### config.mk
export PLATFORM = sky130hd
export DESIGN_NAME = usec_timer_top
export DESIGN_NICKNAME = d
export VERILOG_FILES = /design/src/rtl/usec_tmr_pkg.sv /design/src/rtl/usec_tick_gen.sv /design/src/rtl/usec_reload_tmr.sv /design/src/rtl/usec_irq_latch.sv /design/src/rtl/usec_timer_top.sv
export SDC_FILE = /design/constraint.sdc
export NUM_CORES = 1
export LEC_CHECK = 0
export CAP_MARGIN = 20
export CELL_PAD_IN_SITES_DETAIL_PLACEMENT = 1
export CELL_PAD_IN_SITES_GLOBAL_PLACEMENT = 2
export CORE_MARGIN = 10
export CORE_UTILIZATION = 35
export CTS_BUF_LIST = sky130_fd_sc_hd__clkbuf_4 sky130_fd_sc_hd__clkbuf_8
export CTS_CLUSTER_DIAMETER = 60
export CTS_CLUSTER_SIZE = 40
export DETAILED_ROUTE_END_ITERATION = 16
export PLACE_DENSITY_LB_ADDON = 0.1
export SLEW_MARGIN = 20
export SYNTH_ARGS = -nofsm -noshare
export SYNTH_HDL_FRONTEND = slang
export SYNTH_SLANG_ARGS = --single-unit
export TNS_END_PERCENT = 5
### constraint.sdc
create_clock -name clk -period 9.6 [get_ports clk]
set_clock_uncertainty 0.1 [all_clocks]
set_input_delay 1.92 -clock clk [delete_from_list [all_inputs] [get_ports clk]]
set_output_delay 1.92 -clock clk [all_outputs]
set_load 0.01 [all_outputs]
### src/rtl/usec_tmr_pkg.sv
package usec_tmr_pkg;
  localparam int NUM_CH  = 3;
  localparam int CNT_W   = 16;
  localparam int PRESC_W = 16;
  localparam int ADDR_W  = 3;
  localparam int REG_W   = CNT_W + 1;

  localparam logic [ADDR_W-1:0] A_PRESC = ADDR_W'(0);
  localparam logic [ADDR_W-1:0] A_CFG0  = ADDR_W'(1);
  localparam logic [ADDR_W-1:0] A_STAT  = ADDR_W'(1 + NUM_CH);
  localparam logic [ADDR_W-1:0] A_CLR   = ADDR_W'(2 + NUM_CH);
  localparam logic [ADDR_W-1:0] A_MASK  = ADDR_W'(3 + NUM_CH);

  typedef struct packed {
    logic             en;
    logic [CNT_W-1:0] reload;
  } tmr_cfg_t;
endpackage

### src/rtl/usec_tick_gen.sv
module usec_tick_gen
  import usec_tmr_pkg::*;
(
  input  logic               clk_i,
  input  logic               rst_ni,
  input  logic [PRESC_W-1:0] div_i,
  input  logic               restart_i,
  output logic               tick_o
);
  logic [PRESC_W-1:0] cnt_q, cnt_d;

  assign tick_o = (cnt_q == div_i);

  always_comb begin
    cnt_d = cnt_q;
    if (restart_i || tick_o) cnt_d = '0;
    else                     cnt_d = cnt_q + 1'b1;
  end

  always_ff @(posedge clk_i or negedge rst_ni) begin
    if (!rst_ni) cnt_q <= '0;
    else         cnt_q <= cnt_d;
  end

  // the divider count never passes the programmed value
  p_div_in_range_r2: assert property (@(posedge clk_i) disable iff (!rst_ni)
    cnt_q <= div_i);
endmodule

### src/rtl/usec_reload_tmr.sv
module usec_reload_tmr
  import usec_tmr_pkg::*;
(
  input  logic     clk_i,
  input  logic     rst_ni,
  input  logic     tick_i,
  input  tmr_cfg_t cfg_i,
  input  logic     load_i,
  output logic     pulse_o
);
  logic [CNT_W-1:0] cnt_q, cnt_d;
  logic             pulse_d;
  logic             hit;

  assign hit = (cnt_q == cfg_i.reload);

  always_comb begin
    cnt_d   = cnt_q;
    pulse_d = 1'b0;
    if (load_i) begin
      cnt_d = '0;
    end else if (cfg_i.en && tick_i) begin
      pulse_d = hit;
      cnt_d   = hit ? '0 : cnt_q + 1'b1;
    end
  end

  always_ff @(posedge clk_i or negedge rst_ni) begin
    if (!rst_ni) begin
      cnt_q   <= '0;
      pulse_o <= 1'b0;
    end else begin
      cnt_q   <= cnt_d;
      pulse_o <= pulse_d;
    end
  end

  // after any reload the count stays within the programmed window
  p_cnt_within_reload_r6: assert property (@(posedge clk_i) disable iff (!rst_ni)
    cnt_q <= cfg_i.reload);
  // a pulse only follows a cycle in which the channel was enabled
  p_pulse_needs_enable_r5: assert property (@(posedge clk_i) disable iff (!rst_ni)
    pulse_o |-> $past(cfg_i.en));
endmodule

### src/rtl/usec_irq_latch.sv
module usec_irq_latch
  import usec_tmr_pkg::*;
(
  input  logic              clk_i,
  input  logic              rst_ni,
  input  logic [NUM_CH-1:0] evt_i,
  input  logic              clr_we_i,
  input  logic              mask_we_i,
  input  logic [NUM_CH-1:0] wdata_i,
  output logic [NUM_CH-1:0] status_o,
  output logic [NUM_CH-1:0] mask_o,
  output logic [NUM_CH-1:0] irq_o
);
  logic [NUM_CH-1:0] status_d, mask_d, clr_bits;

  assign clr_bits = clr_we_i ? wdata_i : '0;

  always_comb begin
    status_d = (status_o & ~clr_bits) | evt_i;
    mask_d   = mask_o;
    if (mask_we_i) mask_d = wdata_i;
  end

  always_ff @(posedge clk_i or negedge rst_ni) begin
    if (!rst_ni) begin
      status_o <= '0;
      mask_o   <= '0;
    end else begin
      status_o <= status_d;
      mask_o   <= mask_d;
    end
  end

  assign irq_o = status_o & mask_o;

  for (genvar g = 0; g < NUM_CH; g++) begin : g_chk
    // a set bit survives unless its own clear bit is written
    p_status_sticky_r7: assert property (@(posedge clk_i) disable iff (!rst_ni)
      (status_o[g] && !(clr_we_i && wdata_i[g])) |=> status_o[g]);
    // an event always leaves its bit set, even against a clear
    p_event_wins_r9: assert property (@(posedge clk_i) disable iff (!rst_ni)
      evt_i[g] |=> status_o[g]);
  end
endmodule

### src/rtl/usec_timer_top.sv
module usec_timer_top
  import usec_tmr_pkg::*;
(
  input  logic              clk,
  input  logic              rst_n,
  input  logic              reg_we,
  input  logic [ADDR_W-1:0] reg_addr,
  input  logic [REG_W-1:0]  reg_wdata,
  output logic [REG_W-1:0]  reg_rdata,
  output logic [NUM_CH-1:0] tmr_pulse,
  output logic [NUM_CH-1:0] irq
);
  logic [1:0]         rst_sync_q;
  logic               rst_sn;
  logic [PRESC_W-1:0] presc_q, presc_d;
  tmr_cfg_t           cfg_q [NUM_CH];
  tmr_cfg_t           cfg_d [NUM_CH];
  logic [NUM_CH-1:0]  cfg_we;
  logic               presc_we, clr_we, mask_we, tick;
  logic [NUM_CH-1:0]  status, mask;

  always_ff @(posedge clk or negedge rst_n) begin
    if (!rst_n) rst_sync_q <= '0;
    else        rst_sync_q <= {rst_sync_q[0], 1'b1};
  end
  assign rst_sn = rst_sync_q[1];

  assign presc_we = reg_we && (reg_addr == A_PRESC);
  assign clr_we   = reg_we && (reg_addr == A_CLR);
  assign mask_we  = reg_we && (reg_addr == A_MASK);

  always_comb begin
    presc_d = presc_q;
    if (presc_we) presc_d = reg_wdata[PRESC_W-1:0];
    for (int i = 0; i < NUM_CH; i++) begin
      cfg_we[i] = reg_we && (reg_addr == ADDR_W'(int'(A_CFG0) + i));
      cfg_d[i]  = cfg_we[i] ? tmr_cfg_t'(reg_wdata) : cfg_q[i];
    end
  end

  always_ff @(posedge clk or negedge rst_sn) begin
    if (!rst_sn) begin
      presc_q <= '0;
      for (int i = 0; i < NUM_CH; i++) cfg_q[i] <= '0;
    end else begin
      presc_q <= presc_d;
      for (int i = 0; i < NUM_CH; i++) cfg_q[i] <= cfg_d[i];
    end
  end

  usec_tick_gen u_tick (
    .clk_i     (clk),
    .rst_ni    (rst_sn),
    .div_i     (presc_q),
    .restart_i (presc_we),
    .tick_o    (tick)
  );

  for (genvar g = 0; g < NUM_CH; g++) begin : g_ch
    usec_reload_tmr u_tmr (
      .clk_i   (clk),
      .rst_ni  (rst_sn),
      .tick_i  (tick),
      .cfg_i   (cfg_q[g]),
      .load_i  (cfg_we[g]),
      .pulse_o (tmr_pulse[g])
    );
  end

  usec_irq_latch u_irq (
    .clk_i     (clk),
    .rst_ni    (rst_sn),
    .evt_i     (tmr_pulse),
    .clr_we_i  (clr_we),
    .mask_we_i (mask_we),
    .wdata_i   (reg_wdata[NUM_CH-1:0]),
    .status_o  (status),
    .mask_o    (mask),
    .irq_o     (irq)
  );

  always_comb begin
    reg_rdata = '0;
    if (reg_addr == A_PRESC) reg_rdata = REG_W'(presc_q);
    if (reg_addr == A_STAT)  reg_rdata = REG_W'(status);
    if (reg_addr == A_MASK)  reg_rdata = REG_W'(mask);
    for (int i = 0; i < NUM_CH; i++)
      if (reg_addr == ADDR_W'(int'(A_CFG0) + i)) reg_rdata = cfg_q[i];
  end
endmodule

Word-level counts from Yosys, hierarchy flattened --
Cells that the tools add are included.
Storage, ports and cells: flip-flop bits (word level) 142, bits of input ports 23
Cells by class: $add $sub $neg 4, eq/ne operators 10, muxes and demuxes 23, bitwise operators 4, reduce and logical (&&, ||, !) cells 14
Operators with widths (count):
- $mux 16 | 13
- $add 16x1->16 const B | 4
- $eq 16x16->1 | 4
- $mux 17 | 3
- $eq 3x3->1 const B | 3
- $logic_and 1x1->1 | 9
- $and 3x3->3 | 2
- $eq 3x2->1 const B | 2
- $mux 1 | 6
- $reduce_bool 2->1 | 3
- $eq 3x1->1 const B | 1
- $logic_not 3->1 | 1
- $mux 3 | 1
- $not 3->3 | 1
- $or 3x3->3 | 1
- $logic_or 1x1->1 | 1

Longest topological paths before layout --
depth in word-level cells 7, mapped depth 9

Cells and area by module --
Synthesis repeated with hierarchy kept, for this count alone.
Second synthesis, totals: cells, all modules 709, area total of the unflattened synthesis 8060.2 µm²
By module, submodules not included:
- usec_reload_tmr | times used 3, cells an instance 128, area an instance 1192.4 µm², seq. area each 425.4 µm²
- usec_timer_top | times used 1, cells an instance 207, area an instance 3264.4 µm², seq. area each 1726.7 µm²
- usec_tick_gen | times used 1, cells an instance 100, area an instance 982.2 µm², seq. area each 400.4 µm²
- usec_irq_latch | times used 1, cells an instance 18, area an instance 236.5 µm², seq. area each 150.1 µm²

Worst setup path after synthesis --
OpenSTA, ideal clock, no wires.
kind in2out, start input reg_addr[0], end output reg_rdata[10], arrival 3438 ps, data required time 7580 ps, path slack 4142 ps, stages on the path 4, path buffers 2, cells stage by stage clkbuf_1 > buf_1 > mux4_2 > nor2b_1
On the way: cells in the longest elaborated chain, start to end 7
RTL lines:
- from (decl) | line usec_timer_top.sv:7 | input logic [ADDR_W-1:0] reg_addr,
- $logic_not 3->1 | line usec_timer_top.sv:84 | if (reg_addr == A_PRESC) reg_rdata = REG_W'(presc_q);
- $mux 16 | line usec_timer_top.sv:84
- $mux 16 | line usec_timer_top.sv:85 | if (reg_addr == A_STAT) reg_rdata = REG_W'(status);
- $mux 16 | line usec_timer_top.sv:86 | if (reg_addr == A_MASK) reg_rdata = REG_W'(mask);
- $mux 17 (2 in series) | line usec_timer_top.sv:88 | if (reg_addr == ADDR_W'(int'(A_CFG0) + i)) reg_rdata = cfg_q[i];
- $mux 17 * | line usec_timer_top.sv:88
- to (decl) | line usec_timer_top.sv:9 | output logic [REG_W-1:0] reg_rdata,
Every way passes the cells marked *; elsewhere a longest branch is shown, timed or not.

Worst setup path after layout --
start input reg_addr[2], end output reg_rdata[2]
Same word-level chain as after synthesis.

==> results.toml <==
[critical_path]
cp.arrival_ns = 4.17
path_cells = "clkdlybuf4s50_1, mux2i_1, nor2_1, a211oi_1, a21oi_1, clkdlybuf4s50_1"
cpMaxStageDelayCell = "clkdlybuf4s50_1"
crit_path_end_kind = "output port"
worstSetupPathType = "in2out"
worst-path-stages = 6
endpoint = "reg_rdata[2]"
cp-start-kind = "primary input"
required_ns = 7.58
path_common_cell = "clkdlybuf4s50_1"
crit_path_max_fanout = 24
r2r-end = "g_ch[2].u_tmr.cnt_q[13]$_DFFE_PN0P_"
cp.buffers_inverters = 2
critPathTopFamily = "buffers and inverters"
slowest_delay_ns = 1.13
crit_path_start = "reg_addr[2]"
rrSetupSlack_ns = 6.81
reg2reg_from = "presc_q[2]$_DFFE_PN0P_"
r2r.worst_path.cells = 7

[synthesis]
synthArstFlopShare_pct = 100
ys_ff_latch = 142
yosys_warnings = 0
ys_seq_area_share_pct = 46.8
syn-num-nets = 833
yosysUniqueCellTypes = 47
synthFlopType = "dfrtp_1"
syn-cell-area_um2 = 7590
synth-edff-count = 0
synth_cells = 806
avgSynthCellArea_um2 = 9.42

[global_route]
grt_max_degree = 79
use_met1_pct = 24.9
top_usage_layer = "met2"
use_met2_pct = 26.8
use_met3_pct = 3.46
antenna_found_initial = 0
grt_use_total_pct = 17.6
grt_pass1_vias = 6603
grt_pass1_wl_um = 39300
overflow = 0

[detailed_routing]
vias = 6099
avgViaCountPerCell = 5.39
drt_iter0_drc = 353
drtPass1Iterations = 4
postRouteAntennaNets = 0
post-route-drc-count = 0
routed_wl_um = 24400
wl_per_cell_um = 21.6

[clocking]
clock_path_buffers = 2
clock_sinks = 142
insertion_delay_ns = 0.46
root_buffer = "clkbuf_8"
post_cts_resized = 0
cts_buffers = 17
cts_hold_buf = 0
cts_tree = "built"
clk_pin_slew_ns = 0.08
cts_setup_buffers = 0
ctsHtreeMaxLevel = 4

[placement]
io_buffers = 45
gp_congestion = 0.816
hpwl_um = 18000

[sta]
setup_viol = 0
rsz0062_at_grt = "false"
fmax_mhz = 161
hold_viol = 0
setup_tns_ns = 0
worstMarginPinSlew_ns = 0.997
maxSlewHeadroom_pct = 33.3
slew_violations = 0
fin_hold_ws_ns = 0.261
fin_crit_sh_pct = 64.5
layout_min_cycle_time_ns = 6.19

[cells_and_area]
n_fill_cell = 2433
syn2layout_area_growth_pct = 14.9
drive_gt1_share_pct = 10.7
fin_nets = 870
final_cell_mix = "189 x nand2_1, 141 x dfrtp_1, 55 x xnor2_1"
final_common_cell = "nand2_1"
diodes = 0

[power_and_ir_drop]
internal_power_mw = 1.10
powerDensity_nw_per_um2 = 183
p_seq_share_pct = 50.4
swShare_pct = 31.3
switching_power_mw = 0.499
p_leak_nw = 3.80
peakVddDrop_uv = 71.6
clkPwrFrac_pct = 32.2
comb_power_share_pct = 17.4

[floorplanning]
ios = 46
die_h_um = 167
row_count = 53
core_area_um2 = 21200
die_area_um2 = 28000
die-width_um = 167
start_util_pct = 35.9

[flow_run]
maxCapViolations = 0

[run_status]
status = "completed"

[worst_hold_path]
hold_path_class = "reg2reg"
==> layer usage <==
metal | part of all wire [%] | vias up
met5 | 0 | -
met4 | 0.53 | 0
met3 | 4.8 | 10
met2 | 45 | 119
met1 | 49 | 3129
li1 | - | 2841
==> synthesized netlist by cell type (2+ instances only) <==
cell type  count  area [um2]
nand3_1       33         165
or4_1          2        15.0
nor3_1        13        65.1
a22o_1         7        61.3
and2_1        10        62.6
buf_6          2        22.5
nor2b_1       18         113
or3b_4         2        22.5
nor4_1         8        50.1
buf_1          4        15.0
a22oi_1        6        45.0
mux2i_1        4        40.0
mux2_2        21         236
dfrtp_1      142        3550
ha_1           4        50.1
a31o_2         2        17.5
mux4_2        15         338
nand4_1       23         144
nor2_1        42         158
nand2_1      189         709
or3_1         15        93.8
and4_1         3        26.3
a21oi_1       22         110
nor4_2         2        25.0
xnor2_1       55         482
nor3b_1        4        30.0
o21ai_0       26         130
clkbuf_1      26        97.6
nand2b_1       3        18.8
o31ai_1        7        52.6
inv_1         22        82.6
buf_4          4        30.0
o22ai_1        8        50.1
a31oi_1        2        12.5
or2_2          4        25.0
a21o_1         8        60.1
o21ai_1        4        20.0
xor2_1        27         236
and3_1         9        56.3
==> sequential cells by signal (all words and copies together), names as in the netlist <==
signal	count
cfg_q	51
g_ch.u_tmr.cnt_q	48
presc_q	16
u_tick.cnt_q	16
g_ch.u_tmr.pulse_o	3
u_irq.mask_o	3
u_irq.status_o	3
rst_sync_q	2
==> power groups by stage <==
stage	Sequential (mW)	Clock, mW	Combinational (mW)
after CTS	0.807	0.527	0.279
final	0.805	0.515	0.277
after global placement	0.818	0	0.266
after global routing	0.817	0.552	0.310
after floorplan	0.756	0	0.197
after detailed placement	0.818	0	0.276
==> cells by family after synthesis <==
logic type      after synthesis  synth area share, %
simple gates                382                 23.7
buf+inv                      58                 3.26
xor+xnor                     82                 9.46
compound gates               97                 7.96
flops                       142                 46.8
fa+ha+maj                     4                0.660
other cells                   1               0.0494
mux                          40                 8.10
==> how the worst min path moves through the flow <==
stage                                  startpoint                      end  cells past startpoint
after global placement    rst_sync_q[0]$_DFF_PN0_  rst_sync_q[1]$_DFF_PN0_                      0
final                     rst_sync_q[0]$_DFF_PN0_  rst_sync_q[1]$_DFF_PN0_                      0
after CTS                 rst_sync_q[0]$_DFF_PN0_  rst_sync_q[1]$_DFF_PN0_                      0
after floorplan           rst_sync_q[0]$_DFF_PN0_  rst_sync_q[1]$_DFF_PN0_                      0
after global routing      rst_sync_q[0]$_DFF_PN0_  rst_sync_q[1]$_DFF_PN0_                      0
after detailed placement  rst_sync_q[0]$_DFF_PN0_  rst_sync_q[1]$_DFF_PN0_                      0
==> worst reg2reg max path: stages (launching register included) <==
cell,delay [ns]
dfrtp_1,0.48
xnor2_1,0.25
nand4_1,0.15
nor4_2,0.29
buf_4,0.34
or3b_4,0.54
or4_1,0.50
o21ai_1,0.09
==> final cells by class <==
type                            instances  area [um2]  area share (%)
Multi-Input combinational cell        606        3800            43.6
Sequential cell                       142        3560            40.8
Timing Repair Buffer                   54         522            5.98
Tap cell                              275         344            3.95
Clock buffer                           20         269            3.09
Clock inverter                         12         144            1.65
Inverter                               22        82.6           0.947
==> through the flow <==
step / util [%] / cell area (um2) / power (mW) / instances / setup slack, ns
after CTS: 41.2 / 8710 / 1.61 / 1131 / 3.39
after detailed placement: 39.2 / 8300 / 1.09 / 1099 / 3.39
final: 41.2 / 8720 / 1.60 / 1131 / 3.41
after floorplan: - / 7590 / 0.952 / 806 / 4.14
after global placement: 39.2 / 8300 / 1.08 / 1099 / 3.48
after global routing: 41.2 / 8720 / 1.68 / 1131 / 3.24
No activity file was read; power rests on OpenSTA's default activity.
